==> src/rtl/ssx_pkg.sv <==
package ssx_pkg;
   typedef enum logic [1:0] {
      ST_IDLE = 2'd0,
      ST_LOW  = 2'd1,
      ST_HIGH = 2'd2
   } ssx_state_e;
endpackage

==> src/rtl/ssx_ext_sync.sv <==
module ssx_ext_sync #(
   parameter int STAGES = 2
) (
   input  logic clk,
   input  logic rst_n,
   input  logic sck_in,
   output logic rise,
   output logic fall
);
   logic [STAGES-1:0] chain;
   logic              prev;

   // first stage samples the asynchronous pin
   always_ff @(posedge clk) begin
      if (!rst_n) chain[0] <= 1'b1;
      else        chain[0] <= sck_in;
   end

   // remaining stages of the resynchroniser
   for (genvar g = 1; g < STAGES; g++) begin : g_stage
      always_ff @(posedge clk) begin
         if (!rst_n) chain[g] <= 1'b1;
         else        chain[g] <= chain[g-1];
      end
   end

   always_ff @(posedge clk) begin
      if (!rst_n) prev <= 1'b1;
      else        prev <= chain[STAGES-1];
   end

   assign rise =  chain[STAGES-1] & ~prev;
   assign fall = ~chain[STAGES-1] &  prev;
endmodule

==> src/rtl/ssx_phase_timer.sv <==
module ssx_phase_timer #(
   parameter int DIV_W = 8
) (
   input  logic             clk,
   input  logic             rst_n,
   input  logic             run,
   input  logic [DIV_W-1:0] div,
   output logic             done
);
   logic [DIV_W-1:0] cnt;

   assign done = run && (cnt >= div);

   // counts system clocks inside one half period of the serial clock
   always_ff @(posedge clk) begin
      if (!rst_n)              cnt <= '0;
      else if (!run || done)   cnt <= '0;
      else                     cnt <= cnt + 1'b1;
   end
endmodule

==> src/rtl/ssx_flags.sv <==
module ssx_flags #(
   parameter int DATA_W = 8
) (
   input  logic              clk,
   input  logic              rst_n,
   input  logic              wr_en,
   input  logic [DATA_W-1:0] wr_data,
   input  logic              load,
   input  logic              end_set,
   input  logic              tie,
   input  logic              teie,
   output logic [DATA_W-1:0] hold_q,
   output logic              tdre,
   output logic              tend,
   output logic              txi_req,
   output logic              tei_req
);
   // holding register, written by the host only
   always_ff @(posedge clk) begin
      if (!rst_n)     hold_q <= '0;
      else if (wr_en) hold_q <= wr_data;
   end

   // host write has priority over the shifter setting the flags
   always_ff @(posedge clk) begin
      if (!rst_n) begin
         tdre <= 1'b1;
         tend <= 1'b1;
      end else if (wr_en) begin
         tdre <= 1'b0;
         tend <= 1'b0;
      end else begin
         if (load)    tdre <= 1'b1;
         if (end_set) tend <= 1'b1;
      end
   end

   assign txi_req = tie  & tdre;
   assign tei_req = teie & tend;

   AST_WR_CLEARS: assert property (@(posedge clk) disable iff (!rst_n)
      wr_en |=> (!tdre && !tend));
endmodule

==> src/rtl/ssx_shift_fsm.sv <==
module ssx_shift_fsm
   import ssx_pkg::*;
#(
   parameter int DATA_W = 8,
   parameter int CNT_W  = 3
) (
   input  logic              clk,
   input  logic              rst_n,
   input  logic              tx_en,
   input  logic              ext_mode,
   input  logic              tdre,
   input  logic [DATA_W-1:0] hold_q,
   input  logic              tick_done,
   input  logic              ext_rise,
   input  logic              ext_fall,
   output logic              load,
   output logic              end_set,
   output logic              txd,
   output logic              sck_int,
   output logic              running
);
   localparam logic [CNT_W-1:0] LAST_IDX = CNT_W'(DATA_W - 1);

   ssx_state_e        state;
   logic [DATA_W-1:0] shreg;
   logic [CNT_W-1:0]  bidx;
   logic              step_rise;
   logic              step_fall;
   logic              start_ok;
   logic              last_bit;

   assign step_rise = ext_mode ? ext_rise : tick_done;
   assign step_fall = ext_mode ? ext_fall : tick_done;
   assign start_ok  = ext_mode ? ext_fall : 1'b1;
   assign last_bit  = (bidx == LAST_IDX);
   assign running   = (state != ST_IDLE);
   assign sck_int   = (state != ST_LOW);

   // load and end decisions; the empty flag is examined only at these points
   always_comb begin
      load    = 1'b0;
      end_set = 1'b0;
      case (state)
         ST_IDLE: load = tx_en && !tdre && start_ok;
         ST_HIGH: begin
            if (tx_en && step_fall && last_bit) begin
               load    = !tdre;
               end_set =  tdre;
            end
         end
         default: ;
      endcase
   end

   always_ff @(posedge clk) begin
      if (!rst_n) begin
         state <= ST_IDLE;
         shreg <= '0;
         bidx  <= '0;
         txd   <= 1'b1;
      end else if (!tx_en) begin
         state <= ST_IDLE;
         bidx  <= '0;
         txd   <= 1'b1;
      end else begin
         case (state)
            ST_IDLE: begin
               if (load) begin
                  shreg <= hold_q;
                  txd   <= hold_q[0];
                  bidx  <= '0;
                  state <= ST_LOW;
               end
            end
            ST_LOW: begin
               if (step_rise) state <= ST_HIGH;
            end
            ST_HIGH: begin
               if (step_fall) begin
                  if (!last_bit) begin
                     shreg <= shreg >> 1;
                     txd   <= shreg[1];
                     bidx  <= bidx + 1'b1;
                     state <= ST_LOW;
                  end else if (load) begin
                     shreg <= hold_q;
                     txd   <= hold_q[0];
                     bidx  <= '0;
                     state <= ST_LOW;
                  end else begin
                     state <= ST_IDLE;
                  end
               end
            end
            default: state <= ST_IDLE;
         endcase
      end
   end

   AST_ABORT_IDLE: assert property (@(posedge clk) disable iff (!rst_n)
      !tx_en |=> (state == ST_IDLE && txd));
endmodule

==> src/rtl/sync_ser_tx.sv <==
module sync_ser_tx #(
   parameter int DATA_W      = 8,
   parameter int DIV_W       = 8,
   parameter int SYNC_STAGES = 2
) (
   input  logic              clk,
   input  logic              rst_n,
   input  logic              tx_en,
   input  logic              ext_mode,
   input  logic [DIV_W-1:0]  div,
   input  logic              ext_sck,
   input  logic              wr_en,
   input  logic [DATA_W-1:0] wr_data,
   input  logic              tie,
   input  logic              teie,
   output logic              sck_out,
   output logic              txd,
   output logic              tdre,
   output logic              tend,
   output logic              txi_req,
   output logic              tei_req
);
   localparam int CNT_W = (DATA_W > 1) ? $clog2(DATA_W) : 1;

   if (DATA_W < 2) begin : g_bad_width
      $error("sync_ser_tx: DATA_W must be at least 2");
   end
   if (DIV_W < 1) begin : g_bad_div
      $error("sync_ser_tx: DIV_W must be at least 1");
   end
   if (SYNC_STAGES < 2) begin : g_bad_sync
      $error("sync_ser_tx: SYNC_STAGES must be at least 2");
   end

   logic [DATA_W-1:0] hold_q;
   logic              load;
   logic              end_set;
   logic              tick_done;
   logic              ext_rise;
   logic              ext_fall;
   logic              sck_int;
   logic              running;

   ssx_ext_sync #(.STAGES(SYNC_STAGES)) i_sync (
      .clk   (clk),
      .rst_n (rst_n),
      .sck_in(ext_sck),
      .rise  (ext_rise),
      .fall  (ext_fall)
   );

   ssx_phase_timer #(.DIV_W(DIV_W)) i_timer (
      .clk  (clk),
      .rst_n(rst_n),
      .run  (running && !ext_mode),
      .div  (div),
      .done (tick_done)
   );

   ssx_flags #(.DATA_W(DATA_W)) i_flags (
      .clk    (clk),
      .rst_n  (rst_n),
      .wr_en  (wr_en),
      .wr_data(wr_data),
      .load   (load),
      .end_set(end_set),
      .tie    (tie),
      .teie   (teie),
      .hold_q (hold_q),
      .tdre   (tdre),
      .tend   (tend),
      .txi_req(txi_req),
      .tei_req(tei_req)
   );

   ssx_shift_fsm #(.DATA_W(DATA_W), .CNT_W(CNT_W)) i_fsm (
      .clk      (clk),
      .rst_n    (rst_n),
      .tx_en    (tx_en),
      .ext_mode (ext_mode),
      .tdre     (tdre),
      .hold_q   (hold_q),
      .tick_done(tick_done),
      .ext_rise (ext_rise),
      .ext_fall (ext_fall),
      .load     (load),
      .end_set  (end_set),
      .txd      (txd),
      .sck_int  (sck_int),
      .running  (running)
   );

   // the pin is an input in external mode; keep the driven level high
   assign sck_out = ext_mode ? 1'b1 : sck_int;

   AST_LOAD_SETS_EMPTY: assert property (@(posedge clk) disable iff (!rst_n)
      (load && !wr_en) |=> tdre);
   AST_TXD_ON_FALL: assert property (@(posedge clk) disable iff (!rst_n)
      (!ext_mode && $past(!ext_mode) && tx_en && $past(tx_en) &&
       sck_out && $past(sck_out)) |-> $stable(txd));
   AST_END_SCK_HIGH: assert property (@(posedge clk) disable iff (!rst_n)
      end_set |=> sck_out);
   AST_TEND_NEEDS_EMPTY: assert property (@(posedge clk) disable iff (!rst_n)
      $rose(tend) |-> $past(tdre));
endmodule

==> config.mk <==
export PLATFORM = sky130hd
export DESIGN_NAME = sync_ser_tx
export DESIGN_NICKNAME = d
export VERILOG_FILES = /design/src/rtl/ssx_pkg.sv /design/src/rtl/ssx_ext_sync.sv /design/src/rtl/ssx_phase_timer.sv /design/src/rtl/ssx_flags.sv /design/src/rtl/ssx_shift_fsm.sv /design/src/rtl/sync_ser_tx.sv
export SDC_FILE = /design/constraint.sdc
export NUM_CORES = 1
export LEC_CHECK = 0
export ABC_AREA = 1
export BUFFER_PORTS_ARGS = -buffer_cell sky130_fd_sc_hd__buf_2
export CAP_MARGIN = 20
export CORE_MARGIN = 3
export CORE_UTILIZATION = 50
export DETAILED_ROUTE_END_ITERATION = 10
export PLACE_DENSITY = 0.75
export SLEW_MARGIN = 20
export SYNTH_ARGS = -nofsm -noshare
export SYNTH_HDL_FRONTEND = slang
export SYNTH_SLANG_ARGS = --single-unit
==> constraint.sdc <==
create_clock -name clk -period 1.66 [get_ports clk]
set_input_delay 0.332 -clock clk [delete_from_list [all_inputs] [get_ports clk]]
set_output_delay 0.332 -clock clk [all_outputs]
set_load 0.05 [all_outputs]
Yosys cells after proc, flatten, opt, wreduce, memory -nomap -nowiden. Cells that the tools add are included.

Register bits after elaboration: 35. Input port bits: 24. Word-level logic and storage cells: 78. Output and inout bits: 6.

Reductions and logical operators: 20. Eq/ne operators: 7. Bitwise operators: 7. Muxes and demuxes: 30. Add/subtract/negate cells: 2. Order comparisons: 1.

Operator list (count): 8-bit 2-to-1 mux (3); 8-bit case mux with 2 select lines (1); 1-bit 2-to-1 mux (15); 3-bit 2-to-1 mux (3); 8-bit by 1-bit adder with 8-bit output (second input constant) (1); 8-bit >= comparator (1); 2-bit 2-to-1 mux (4); 2-bit nonzero test (4); 1-bit logical AND (6); 2-bit by 1-bit != test with 1-bit output (second input constant) (3); 2-bit case mux with 3 select lines (1); 3-bit case mux with 2 select lines (1); 3-bit AND reduction (2); 1-bit bitwise AND (4); 1-bit case mux with 2 select lines (2); 2-bit AND reduction (2); 3-bit by 1-bit adder with 3-bit output (second input constant) (1); 3-bit == test (second input constant) (1); 1-bit zero test (3); 1-bit NOT (3); 2-bit by 1-bit == test with 1-bit output (second input constant) (1); 2-bit == test (second input constant) (1); 2-bit zero test (1); 2-bit != test (second input constant) (1); 2 further kinds (2).

Logic depth before layout (Yosys ltp).
Word-level depth: 12. Depth in mapped cells: 19. Mapped depth without buffers: 18.

Hierarchy. Synthesis repeated with hierarchy kept, for this count alone.

Cell total of the unflattened synthesis: 277. Area, all modules: 1931.9 µm².

By module, submodules not included: ssx_shift_fsm (times used 1, cells an instance 120, area each 824.5 µm², seq. area each 260.2 µm²); ssx_phase_timer (times used 1, cells an instance 78, area each 565.5 µm², seq. area each 160.2 µm²); ssx_flags (times used 1, cells an instance 62, area each 429.2 µm², seq. area each 200.2 µm²); ssx_ext_sync (times used 1, cells an instance 12, area each 93.8 µm², seq. area each 60.1 µm²); sync_ser_tx (times used 1, cells an instance 5, area each 18.8 µm², seq. area each 0.0 µm²).

Worst setup path before layout. No wires, ideal clock.

Path type: input to register. From: input port div[3]. To: register i_fsm.shreg[1]. Path slack: -0.107 ns. Data required time: 1.545 ns. Cell stages on the path: 17. Data arrival time: 1.652 ns. Cells stage by stage: inv_1 > ha_1 > nand2_1 > nand2_1 > nor2_1 > nand2_1 > nand2_1 > nand2_2 > nand2_2 > nand2_4 > nand2_4 > nand2_4 > nand2_4 > nor2_8 > buf_12 > a21oi_1 > nor2_1.

Word-level cells in the longest chain between the ends: 11. Elaborated cells between the ends (all ways): 13. Those cells by class: order compare: 1; eq/ne: 1; mux: 7; reduce/logical: 4.

Ends and longest elaborated chain: start, declared (line sync_ser_tx.sv:10) `input logic [DIV_W-1:0] div,`; 8-bit >= comparator (*) (line ssx_phase_timer.sv:12) `assign done = run && (cnt >= div);`; 1-bit logical AND (*) (line ssx_phase_timer.sv:12); 1-bit 2-to-1 mux (*) (line ssx_shift_fsm.sv:33) `assign step_fall = ext_mode ? ext_fall : tick_done;`; 1-bit logical AND (2 in series) (line ssx_shift_fsm.sv:46) `if (tx_en && step_fall && last_bit) begin`; 1-bit 2-to-1 mux (line ssx_shift_fsm.sv:46); 1-bit case mux with 2 select lines (line ssx_shift_fsm.sv:43) `case (state)`; 8-bit 2-to-1 mux (3 in series); 8-bit case mux with 2 select lines; end signal, assigned (line ssx_shift_fsm.sv:69) `shreg <= hold_q;`; end signal, assigned (line ssx_shift_fsm.sv:81) `shreg <= shreg >> 1;`; end signal, assigned (line ssx_shift_fsm.sv:86) `shreg <= hold_q;`; end, declared (line ssx_shift_fsm.sv:25) `logic [DATA_W-1:0] shreg;`.

Mark *: on every way between the ends. The rest lies on a longest branch, timed or not. The select of a mux whose other input is x is not followed. A chain may end at the register's enable or synchronous reset.

Worst setup path in the final report.
From: register i_timer.cnt[5]. To: register i_fsm.shreg[5].

Word-level cells in the longest chain between the ends: 11. Elaborated cells between the ends (all ways): 13. Those cells by class: order compare: 1; eq/ne: 1; mux: 7; reduce/logical: 4.

Ends and longest elaborated chain: start, declared (line ssx_phase_timer.sv:10) `logic [DIV_W-1:0] cnt;`; start signal, assigned (line ssx_phase_timer.sv:18) `else cnt <= cnt + 1'b1;`; 8-bit >= comparator (*) (line ssx_phase_timer.sv:12); 1-bit logical AND (*) (line ssx_phase_timer.sv:12); 1-bit 2-to-1 mux (*) (line ssx_shift_fsm.sv:33); 1-bit logical AND (2 in series) (line ssx_shift_fsm.sv:46); 1-bit 2-to-1 mux (line ssx_shift_fsm.sv:46); 1-bit case mux with 2 select lines (line ssx_shift_fsm.sv:43); 8-bit 2-to-1 mux (3 in series); 8-bit case mux with 2 select lines.

Marked as above.

==> impl_metrics.yaml <==
critical_path:
  path_cells: "ha_4, a21oi_1, nor2_1, nor2_1, nand2_2, nand2_2, nand2_4, nand4_1, nand3_2, buf_4, a21oi_1, nor2_1"
  cp_top_family: "simple AND/OR/NAND/NOR gates"
  crit-reg2reg-launch: "i_timer.cnt[5]"
  cp-startpoint: "i_timer.cnt[5]"
  crit_required_ns: 1.89
  cpMostUsedCell: "nor2_1"
  endpoint_kind: "register"
  arrival_ns: 2.08
  start_kind: "register"
  cpMaxStageDelayCell: "dfxtp_2"
  path_buf_inv: 1
  crit_path_max_fanout: 3
  path_class: "reg2reg"
  cpPeakStageDelay_ns: 0.35
floorplan:
  ios: 30
  design.core.area_mm2: 0.00342
  row_count: 21
  initial_core_util: 0.527
  dieArea_mm2: 0.00436
  die_w_um: 66.0
  die_y_um: 66.0
clock_network:
  cts.hold.buffers_added: 0
  cts_tree: "built"
  cts_sinks: 34
  ctsRootBufferMaster: "clkbuf_4"
  clkLatencyLatePin_ns: 0.33
  cts_buffers: 5
  cts.htree.levels: 2
  cts.clk_slew.worst_paths_ns: 0.10
  ctsLongestPathBuffers: 2
pwr:
  p_leak_nw: 1.11
  finalPower_w: 0.00149
  p_per_area_mw_per_mm2: 642
  peakVddDrop_v: 0.000522
placement:
  dp_slack_ns: -0.285
  dp.final_hpwl_mm: 2.57
  dpl-instance-area_mm2: 0.00211
  place.gp.congestion: 0.874
  numPortBuffers: 29
timing:
  rsz0062_at_grt: "yes"
  setup_viol_count_final: 21
  fmax_ghz: 0.540
  period_minus_slack_ns: 1.85
  fin_crit_sh: 1.12
  finalHoldViolations: 0
  layout_setup_ws_ns: -0.192
  max_slew.worst_pin.slew_ns: 0.455
  relSlewSlack: 0.697
  skew_ns: 0.00888
  maxSlewViolCount: 0
  fin_worst_hold_slack_ns: 0.172
global_routing:
  overflow: 0
  grt_max_degree: 18
  grtUsageTotal: 0.182
  grt_pass1_vias: 1504
  antenna_found_initial: 0
  grt_first_pass_wirelength_mm: 6.22
synthesis:
  synth_area_leader_cell: "dfxtp_1"
  synth-async-reset-ratio: 0
  ys_ff_latch: 34
  ys_seq_area_frac: 0.378
  ys.flop_type: "dfxtp_1"
  avgSynthCellArea_um2: 7.29
  syn_inst: 247
  syn-num-nets: 282
  synth_edf_count: 0
  synth_commonest_cells: "nand2_1, inv_1, dfxtp_1, nor2_1, a21oi_1"
  yosys_warnings: 0
  synth_cell_types: 32
  yosysMostFrequentCell: "nand2_1"
  yosysTopAreaCellShare: 0.378
  synthTopCellsByArea: "dfxtp_1, nand2_1, inv_1, ha_1, a21oi_1"
  syn-cell-area_mm2: 0.00180
routing:
  drt_pass1_iterations: 4
  route.detailed.drc: 0
  drtAntennaViolNets: 0
  wire_per_inst_um: 10.6
  vias: 1686
  via_per_inst: 4.94
  drt_iter0_drc: 94
  totalWireLength_mm: 3.62
cells_and_area:
  area_delta_synth_final_pct: 29.0
  fin_util: 0.681
  fill_cells: 305
  ff_latch_area_um2: 687
  drive_gt1_frac: 0.366
  final_nets: 330
  diodes: 0
  final_area_mm2: 0.00232
  multi_input_area_mm2: 0.00109
worst_hold_path:
  min_path_type: "in2reg"
  min_from: "ext_sck"
run:
  drv_cap: 0
status:
  violations: "setup timing"
  outcome: "finished, violations left"
==> through the flow <==
stage          setup TNS [ns]  instances
2_1_floorplan          -0.475        247
3_5_place_dp            -3.37        330
6_report                -2.99        341
3_3_place_gp            -2.92        330
5_1_grt                 -5.68        341
4_1_cts                 -1.31        339
==> tightest hold or removal path, cell delays in order <==
cell	delay [ns]
buf_2	0.07
inv_1	0.03
nand2_1	0.04
==> sequential cells by signal (all words and copies together) (netlist names) <==
register,flops
i_timer.cnt,8
i_fsm.txd,1
i_fsm.state,2
i_sync.chain,2
i_fsm.shreg,7
i_sync.prev,1
i_flags.tdre,1
i_fsm.bidx,3
i_flags.hold_q,8
i_flags.tend,1
==> timing repair <==
item / CTS / global route
pin swaps: 6 / 7
setup endpoints to repair: 13 / 24
cloned: 1 / 0
buffers inserted: 1 / 2
resized for setup: 14 / 22
==> metal layers <==
metal / up-vias / global-route usage / part of all wire
li1: 878 / - / -
met1: 757 / 0.238 / 0.47
met2: 42 / 0.287 / 0.45
met3: 9 / 0.0561 / 0.060
met4: 0 / 0.0533 / 0.015
met5: - / 0 / 0
==> report_power, final <==
group / internal [W] / switching (W)
registers: 0.000842 / 0.0000131
logic: 0.0000839 / 0.000140
clock network: 0.000160 / 0.000254
total: 0.00109 / 0.000406
==> layout make-up <==
| type | count | share of cell area |
|---|---|---|
| multi-input combinational | 165 | 0.471 |
| sequential | 34 | 0.295 |
| timing repair buffer | 46 | 0.119 |
| inverter | 43 | 0.0705 |
| tap | 46 | 0.0248 |
| clock buffer | 7 | 0.0194 |
==> worst paths after layout <==
path,to,slack [ns],cells past startpoint
worst min-delay path,i_sync.chain[0],0.17,3
worst max-delay path,i_fsm.shreg[5],-0.19,12
worst max register to register,i_fsm.shreg[5],-0.19,12
worst min register to register,i_sync.chain[1],0.41,2
==> cell families (layout without fill, tap and decap cells) <==
logic type,count (synthesis),in the layout,synth area share
AOI/OAI and AO/OA,39,39,0.117
xor gates and xnor gates,2,2,0.00972
adders and majority gates,11,11,0.0764
buffers and inverters,49,96,0.125
DFF,34,34,0.378
and+or+nand+nor,112,113,0.294
==> layout by cell type, fill, tap and decap left out, types with 3 or more instances in the layout <==
cell type / instances
inv_1: 36
ha_4: 6
nand3_2: 3
nand2_1: 44
buf_2: 29
ha_1: 5
nor2_1: 20
a21oi_2: 8
nand2_4: 5
inv_2: 6
dfxtp_1: 29
dfxtp_2: 5
o21ai_0: 12
nand2_2: 6
buf_4: 16
clkbuf_4: 5
nand4_1: 3
a21oi_1: 13
nand3_1: 14
nor2_2: 7
(Power assumes the default switching activity.)
